===== src/rtl/lcd_scan_pkg.sv =====
package lcd_scan_pkg;
  typedef enum logic [1:0] {
    DM_NORMAL  = 2'd0,
    DM_ALL_LIT = 2'd1,
    DM_BLANK   = 2'd2,
    DM_PSAVE   = 2'd3
  } disp_mode_e;

  function automatic disp_mode_e decode_mode(input logic on, input logic lit);
    case ({on, lit})
      2'b10:   return DM_NORMAL;
      2'b11:   return DM_ALL_LIT;
      2'b00:   return DM_BLANK;
      default: return DM_PSAVE;
    endcase
  endfunction
endpackage


===== src/rtl/lcd_scan_ctrl.sv =====
module lcd_scan_ctrl #(
  parameter int COMS  = 32,
  parameter int ROWS  = 64,
  localparam int STEP_W = $clog2(COMS + 1),
  localparam int ROW_W  = $clog2(ROWS)
) (
  input  logic              clk_i,
  input  logic              rst_ni,
  input  logic              step_en_i,
  input  logic              psave_i,
  input  logic              full_duty_i,
  input  logic              alt_order_i,
  input  logic [ROW_W-1:0]  start_line_i,
  output logic [STEP_W-1:0] com_o,
  output logic              is_icon_o,
  output logic [ROW_W-1:0]  row_o
);
  localparam int HALF = COMS / 2;

  logic [STEP_W-1:0] step_q, last;

  assign last = full_duty_i ? STEP_W'(COMS) : STEP_W'(HALF);

  always_ff @(posedge clk_i or negedge rst_ni) begin
    if (!rst_ni)                   step_q <= '0;
    else if (step_en_i && !psave_i) step_q <= (step_q >= last) ? '0 : step_q + 1'b1;
  end

  always_comb begin
    is_icon_o = (step_q >= last);
    if (is_icon_o)                      com_o = STEP_W'(COMS);
    else if (full_duty_i && alt_order_i) com_o = (step_q >> 1) + (step_q[0] ? STEP_W'(HALF) : '0);
    else                                 com_o = step_q;
    row_o = ROW_W'((32'(start_line_i) + 32'(com_o)) % ROWS);
  end


  step_range_chk: assert property (@(posedge clk_i) disable iff (!rst_ni)
    step_q <= STEP_W'(COMS));

  step_adv_chk: assert property (@(posedge clk_i) disable iff (!rst_ni)
    (step_en_i && !psave_i && step_q < last) |=> step_q == $past(step_q) + 1'b1);

  step_wrap_chk: assert property (@(posedge clk_i) disable iff (!rst_ni)
    (step_en_i && !psave_i && step_q >= last) |=> step_q == '0);

  psave_hold_chk: assert property (@(posedge clk_i) disable iff (!rst_ni)
    psave_i |=> $stable(step_q));
endmodule


===== src/rtl/lcd_seg_fmt.sv =====
module lcd_seg_fmt
  import lcd_scan_pkg::*;
#(
  parameter int COLS = 128
) (
  input  disp_mode_e       mode_i,
  input  logic             is_icon_i,
  input  logic             icon_only_i,
  input  logic             reverse_i,
  input  logic             col_rev_i,
  input  logic [COLS-1:0]  row_bits_i,
  input  logic [COLS-1:0]  icon_bits_i,
  output logic [COLS-1:0]  seg_o
);
  logic [COLS-1:0] pol, ordered;

  assign pol = (is_icon_i ? icon_bits_i : row_bits_i) ^ {COLS{reverse_i}};

  for (genvar j = 0; j < COLS; j++) begin : g_col
    assign ordered[j] = col_rev_i ? pol[COLS-1-j] : pol[j];
  end

  always_comb begin
    case (mode_i)
      DM_ALL_LIT: seg_o = '1;
      DM_NORMAL:  seg_o = (icon_only_i && !is_icon_i) ? '0 : ordered;
      default:    seg_o = '0;
    endcase
  end
endmodule


===== src/rtl/lcd_scan_seq.sv =====
module lcd_scan_seq
  import lcd_scan_pkg::*;
#(
  parameter int COLS = 128,
  parameter int COMS = 32,
  parameter int ROWS = 64,
  localparam int COM_W = $clog2(COMS + 1),
  localparam int ROW_W = $clog2(ROWS)
) (
  input  logic             clk_i,
  input  logic             rst_ni,
  input  logic             step_en_i,
  input  logic             full_duty_i,
  input  logic             alt_order_i,
  input  logic [ROW_W-1:0] start_line_i,
  input  logic             disp_on_i,
  input  logic             all_lit_i,
  input  logic             reverse_i,
  input  logic             col_rev_i,
  input  logic             icon_only_i,
  input  logic [COLS-1:0]  row_bits_i,
  input  logic [COLS-1:0]  icon_bits_i,
  output logic [ROW_W-1:0] row_idx_o,
  output logic             icon_req_o,
  output logic [COM_W-1:0] com_idx_o,
  output logic             com_valid_o,
  output logic [COLS-1:0]  seg_o,
  output logic [7:0]       status_o
);
  disp_mode_e       mode;
  logic             psave, is_icon;
  logic [COM_W-1:0] com;
  logic [COLS-1:0]  seg_d;

  assign mode  = decode_mode(disp_on_i, all_lit_i);
  assign psave = (mode == DM_PSAVE);

  lcd_scan_ctrl #(.COMS(COMS), .ROWS(ROWS)) u_ctrl (
    .clk_i, .rst_ni, .step_en_i,
    .psave_i(psave), .full_duty_i, .alt_order_i, .start_line_i,
    .com_o(com), .is_icon_o(is_icon), .row_o(row_idx_o)
  );

  lcd_seg_fmt #(.COLS(COLS)) u_fmt (
    .mode_i(mode), .is_icon_i(is_icon), .icon_only_i, .reverse_i, .col_rev_i,
    .row_bits_i, .icon_bits_i, .seg_o(seg_d)
  );

  assign icon_req_o = is_icon;

  always_ff @(posedge clk_i or negedge rst_ni) begin
    if (!rst_ni) begin
      seg_o       <= '0;
      com_idx_o   <= '0;
      com_valid_o <= 1'b0;
    end else begin
      seg_o       <= seg_d;
      com_idx_o   <= com;
      com_valid_o <= !psave;
    end
  end

  assign status_o = {1'b0, ~col_rev_i, ~disp_on_i, 1'b0, psave, icon_only_i, reverse_i, all_lit_i};


  psave_off_chk: assert property (@(posedge clk_i) disable iff (!rst_ni)
    ($past(rst_ni) && $past(!disp_on_i && all_lit_i)) |-> (seg_o == '0 && !com_valid_o));

  all_lit_chk: assert property (@(posedge clk_i) disable iff (!rst_ni)
    ($past(rst_ni) && $past(disp_on_i && all_lit_i)) |-> (&seg_o));

  blank_chk: assert property (@(posedge clk_i) disable iff (!rst_ni)
    ($past(rst_ni) && $past(!disp_on_i && !all_lit_i)) |-> (seg_o == '0 && com_valid_o));

  icon_only_chk: assert property (@(posedge clk_i) disable iff (!rst_ni)
    ($past(rst_ni) && $past(disp_on_i && !all_lit_i && icon_only_i && !is_icon)) |-> seg_o == '0);

  icon_com_chk: assert property (@(posedge clk_i) disable iff (!rst_ni)
    ($past(rst_ni) && $past(is_icon) && com_valid_o) |-> com_idx_o == COM_W'(COMS));
endmodule


===== config.mk =====
export PLATFORM = sky130hd
export DESIGN_NAME = lcd_scan_seq
export DESIGN_NICKNAME = d
export VERILOG_FILES = /design/src/rtl/lcd_scan_pkg.sv /design/src/rtl/lcd_scan_ctrl.sv /design/src/rtl/lcd_seg_fmt.sv /design/src/rtl/lcd_scan_seq.sv
export SDC_FILE = /design/constraint.sdc
export NUM_CORES = 1
export LEC_CHECK = 0
export BUFFER_PORTS_ARGS = -buffer_cell sky130_fd_sc_hd__buf_2
export CAP_MARGIN = 20
export CORE_MARGIN = 4
export CORE_UTILIZATION = 47
export CTS_CLUSTER_DIAMETER = 120
export DETAILED_ROUTE_END_ITERATION = 12
export PLACE_DENSITY = 0.83
export RECOVER_POWER = 100
export REMOVE_ABC_BUFFERS = 1
export SYNTH_ARGS = -nofsm -noshare
export SYNTH_HDL_FRONTEND = slang
export SYNTH_SLANG_ARGS = --single-unit
export TNS_END_PERCENT = 1

===== constraint.sdc =====
create_clock -name clk_i -period 4.8 [get_ports clk_i]
set_input_delay 0.24 -clock clk_i [delete_from_list [all_inputs] [get_ports clk_i]]
set_output_delay 0.24 -clock clk_i [all_outputs]
set_load 0.05 [all_outputs]

# Word level (Yosys, flattened, before mapping)
# Cells that the tools add are included.
dict set report classes {
  n_mul 0
  n_mux 137
  magnitude_cmp 1
  shift 0
  n_eq_ne 4
  n_addsub 3
  n_bitwise 3
  n_div 0
  reduce_logical 7
}
# op count
set ops {}
lappend ops {{$mux 128} 2}
lappend ops {{$pmux 128 s2} 1}
lappend ops {{$mux 1} 128}
lappend ops {{$xor 128x128->128} 1}
lappend ops {{$mux 6} 4}
lappend ops {{$add 5x6->6} 1}
lappend ops {{$add 6x1->6 const B} 1}
lappend ops {{$add 6x6->6} 1}
lappend ops {{$eq 2x2->1 const B} 3}
lappend ops {{$ge 6x6->1} 1}
lappend ops {{$pmux 2 s3} 1}
lappend ops {{$mux 5} 1}
lappend ops {{$logic_not 2->1} 2}
lappend ops {{$logic_and 1x1->1} 3}
lappend ops {{$eq 2x1->1 const B} 1}
lappend ops {{$logic_not 1->1} 2}
lappend ops {{$not 1->1} 2}
dict set report totals {
  romBits 0
  memories 0
  ff_bits 141
  ramBits 0
  word_cells 159
  output_inout_bits 150
  latchBits 0
}

# Depth between registers and ports, before layout
dict set report depth {
  word_depth 7
  ltp_mapped 13
  depth_no_buf 10
}

# Modules after synthesis
# A second synthesis with hierarchy kept.
dict set report hier_totals {
  cells_unflattened 699
  hier_area_um2 9401.5
}
# mod cells_each instances area_per_inst_um2
set by_module_without_submodules {}
lappend by_module_without_submodules {lcd_seg_fmt 457 1 5187.5}
lappend by_module_without_submodules {lcd_scan_seq 148 1 3454.6}
lappend by_module_without_submodules {lcd_scan_ctrl 94 1 759.5}

# Worst setup path after synthesis
# OpenSTA, ideal clock, no wires.
dict set report synth_path {
  kind {input port to output port}
  from {in full_duty_i}
  to {out row_idx_o[5]}
  path_buffers 3
  t_arrival_ns 3.217
  cell_stages 13
  required_ns 4.560
  path_slack_ns 1.343
  path_cell_list {clkbuf_1 > inv_1 > ha_1 > nand4bb_1 > buf_2 > a21oi_2 > buf_2 > a21oi_1 > ha_1 > a211oi_1 > o21bai_1 > a21oi_1 > xnor2_1}
}
dict set report synth_between {
  elab_chain_len 4
  elab_cells_between_ends 6
  classes_between {add/sub: 1; order compare: 1; mux: 3; reduce/logical: 1}
}
# element line_no
set synth_rtl {}
lappend synth_rtl {{start: declaration} lcd_scan_seq.sv:13} ;# input logic full_duty_i,
lappend synth_rtl {{$mux 6} lcd_scan_ctrl.sv:22} ;# assign last = full_duty_i ? STEP_W'(COMS) : STEP_W'(HALF);
lappend synth_rtl {{$ge 6x6->1} lcd_scan_ctrl.sv:30} ;# is_icon_o = (step_q >= last);
lappend synth_rtl {{named net icon_req_o} lcd_scan_seq.sv:24} ;# output logic icon_req_o,
lappend synth_rtl {{$mux 6} lcd_scan_ctrl.sv:31} ;# if (is_icon_o) com_o = STEP_W'(COMS);
lappend synth_rtl {{named net com[1]} lcd_scan_seq.sv:32} ;# logic [COM_W-1:0] com;
lappend synth_rtl {{$add 6x6->6} lcd_scan_ctrl.sv:34} ;# row_o = ROW_W'((32'(start_line_i) + 32'(com_o)) % ROWS);
lappend synth_rtl {{end: declaration} lcd_scan_seq.sv:23} ;# output logic [ROW_W-1:0] row_idx_o,
# The timed path passes the listed nets, and every way through them passes these cells.

# Worst setup path in the final report
dict set report layout_path {
  from {reg u_ctrl.step_q[4]}
  to {out row_idx_o[5]}
}
dict set report layout_between {
  elab_chain_len 4
  elab_cells_between_ends 5
  classes_between {add/sub: 2; order compare: 1; mux: 2}
}
# element line_no
set layout_rtl {}
lappend layout_rtl {{start: declaration} lcd_scan_ctrl.sv:20} ;# logic [STEP_W-1:0] step_q, last;
lappend layout_rtl {{start signal: assignment} lcd_scan_ctrl.sv:26} ;# else if (step_en_i && !psave_i) step_q <= (step_q >= last) ? '0 : step_q + 1'b1;
lappend layout_rtl {{$add 5x6->6} lcd_scan_ctrl.sv:32} ;# else if (full_duty_i && alt_order_i) com_o = (step_q >> 1) + (step_q[0] ? STEP_W'(HALF) : '0);
lappend layout_rtl {{$mux 6} lcd_scan_ctrl.sv:32}
lappend layout_rtl {{$mux 6 (*)} lcd_scan_ctrl.sv:31}
lappend layout_rtl {{$add 6x6->6 (*)} lcd_scan_ctrl.sv:34}
# Every way passes the cells marked *; elsewhere a longest branch is shown, timed or not.

==> impl_metrics.ini <==
[worst_setup_path]
critical_path_class = reg -> out
cp_top_family = buffers and inverters
cpMostUsedCell = buf_4
cp-end-kind = output port
start_kind = flop
cp_slowest_stage_delay_ns = 0.72
worst_ep_required_time_ns = 4.56
worstPathMaxFanout = 67
path_buf_inv = 4
cp_cell_sequence = inv_1 > ha_1 > nand4bb_4 > buf_4 > buf_4 > o211ai_1 > nor4b_2 > xnor2_1 > clkbuf_1
crit_path_top_delay_cell = buf_4
worstPathArrival_ns = 4.11

[run_status]
status = finished, violations left
violations = capacitance limit, slew limit

[power]
p_leak_nw = 6.15
ir_worst_vdd_uv = 290
p_per_area_mw_per_mm2 = 341

[grt]
grt_max_degree = 115
grt_first_pass_wirelength_um = 64200
grt_antenna_before_repair = 6
grt_overflow = 0
grt_pass1_vias = 12200
grt_usage_pct = 26.3

[sta]
relSlewSlack_pct = -114
hold_slack_ns = 0.179
fin_crit_ns = 4.35
hold_viol = 0
slew_violations = 214
worst_pin_slew_ns = 3.20
fmax_mhz = 230
finalSetupViolations = 0
rsz0062_at_grt = false
clock_skew_ns = 0.0168
finalCritPeriodShare_pct = 90.7

[hold_path]
hp-class = in -> reg

[clocking]
cts_buffer_depth = 2
cts_tree = done
clkTransAtPathRegs_ns = 0.06
h-tree-depth = 4
clkLatencyLatePin_ns = 0.42
cts_resized = 0
root_buffer = clkbuf_16
clock_sinks = 141
cts_made_buffers = 17

[routing]
drtIter0Drc = 1446
dr.pass1.iters = 6
drtAntennaViolNets = 0
finalWirelength_um = 42200
wl_per_cell_um = 21.6
vias = 12700
viasPerCell = 6.51
drc = 0

[yosys]
ys_top_cells_by_area = dfrtp_1 28%, mux2_2 23%, a22oi_1 15%, mux2i_1 10%, a211oi_1 7.6%
ys.flop_type = dfrtp_1
seq_area_frac_synth_pct = 27.8
synth_top_area_share_pct = 27.8
async_flop_share_pct = 100
synth_area_leader_cell = dfrtp_1
yosys_warnings = 0
syn_inst = 1294
avgSynthCellArea_um2 = 9.81
syn_area_mm2 = 0.0127
ys_ff_latch = 141
synth_cell_types = 40
synth_edf_count = 0

[die]
die_w_um = 172
initial_core_util_pct = 48.2
rows = 59
die-area_mm2 = 0.0297
core_area_mm2 = 0.0264
io_pins = 422
die_h_um = 172

[layout]
nets = 1874
postLayoutCellArea_mm2 = 0.0151
layout.cells.most_common = buf_2
area_growth_pct = 18.8
drive_gt1_share_pct = 34.8
fill_cells = 2357
final_cell_mix = 269 x buf_2, 256 x a22oi_1, 228 x mux2_2, 151 x clkbuf_1, 141 x dfrtp_1

[job]
cap_viol_max_count = 3

[place]
numPortBuffers = 419
gp_congestion = 0.860
dp_hpwl_um = 28100
placed_cell_area_mm2 = 0.0147
-- synthesized netlist by cell type, types with 2 or more instances --
library cell / n
ha_1: 10
a22oi_1: 256
clkbuf_1: 67
mux2i_1: 128
nand2_1: 10
mux2_2: 256
dfrtp_1: 141
buf_6: 5
a211oi_1: 129
buf_1: 3
buf_2: 66
a21oi_2: 2
inv_1: 7
buf_4: 24
xnor2_1: 3
a21oi_1: 138
a21o_1: 5
a21boi_0: 2
nand3_1: 6
or3_1: 2
nor4b_1: 7
o22ai_1: 2
and3_1: 3
o21ai_0: 6
-- through the flow --
stage | std cells | power [mW] | TNS [ns] | utilization (%) | setup slack, ns
detailed placement | 1906 | 3.83 | 0 | 55.8 | 1.14
global placement | 1906 | 3.78 | 0 | 55.8 | 1.20
finish | 1948 | 5.14 | 0 | 57.2 | 0.446
floorplan | 1130 | 3.07 | -658.42 | - | -4.96
global route | 1944 | 5.39 | 0 | 57.2 | 0.218
CTS | 1939 | 5.19 | 0 | 58.0 | 0.711
-- registers in the layout (all words and copies together), names as in the netlist --
signal,flops
seg_o,128
com_idx_o,6
u_ctrl.step_q,6
com_valid_o,1
-- worst reg2reg max path, stage by stage, from the launching register on --
cell and delay [ns]:
dfrtp_1 0.43, ha_1 0.31, nor2b_4 0.15, clkbuf_4 0.69, a31o_1 1.64, buf_12 0.46
a22oi_1 0.20, a22oi_1 0.27
-- logic make-up after synthesis --
| family | share of synthesized area [%] |
|---|---|
| buf+inv | 6.74 |
| fa+ha+maj | 1.14 |
| xor+xnor | 0.276 |
| compound gates | 29.4 |
| flops | 27.8 |
| other cells | 0.0295 |
| simple gates | 1.84 |
| mux | 32.8 |
-- per-layer routing --
| metal | part of all wire [%] | vias to the layer above | GRT usage, % |
|---|---|---|---|
| met4 | 3.5 | 2 | 10.7 |
| met2 | 49 | 682 | 44.2 |
| met5 | 0.017 | - | 0 |
| li1 | - | 5745 | - |
| met1 | 40 | 6141 | 33.0 |
| met3 | 7.5 | 110 | 5.40 |
-- area by class of cell --
| type | instances | area (um2) | share of cell area [%] |
|---|---|---|---|
| clock buffers | 19 | 443 | 2.94 |
| repair buffers | 442 | 2140 | 14.2 |
| multi-input cells | 982 | 8370 | 55.5 |
| well taps | 335 | 419 | 2.78 |
| inverters | 7 | 26.3 | 0.174 |
| diodes | 9 | 22.5 | 0.149 |
| flip-flops and latches | 141 | 3530 | 23.4 |
| clock inverters | 13 | 131 | 0.871 |
-- power by group --
part / internal (mW) / switching [mW]
combinational: 0.680 / 1.69
sequential: 1.35 / 0.0784
clock: 0.742 / 0.603
total: 2.77 / 2.37
-- worst paths after layout --
kind                                       start               end  slack [ns]  cells past startpoint
worst max-delay path            u_ctrl.step_q[4]      row_idx_o[5]        0.45                      9
worst min-delay path                   all_lit_i       com_valid_o        0.18                      2
worst max register to register  u_ctrl.step_q[5]         seg_o[54]        0.55                      7
worst min register to register  u_ctrl.step_q[5]  u_ctrl.step_q[5]        0.58                      1
max in group asynchronous                 rst_ni         seg_o[52]        0.81                      3
min in group asynchronous                 rst_ni         seg_o[99]        1.43                      2
-- what timing repair did --
| item | CTS | global route |
|---|---|---|
| hold endpoints to repair | 49 | 0 |
| buffers inserted | 0 | 0 |
| hold buffers | 1 | 0 |
No activity file was read; power rests on OpenSTA's default activity.
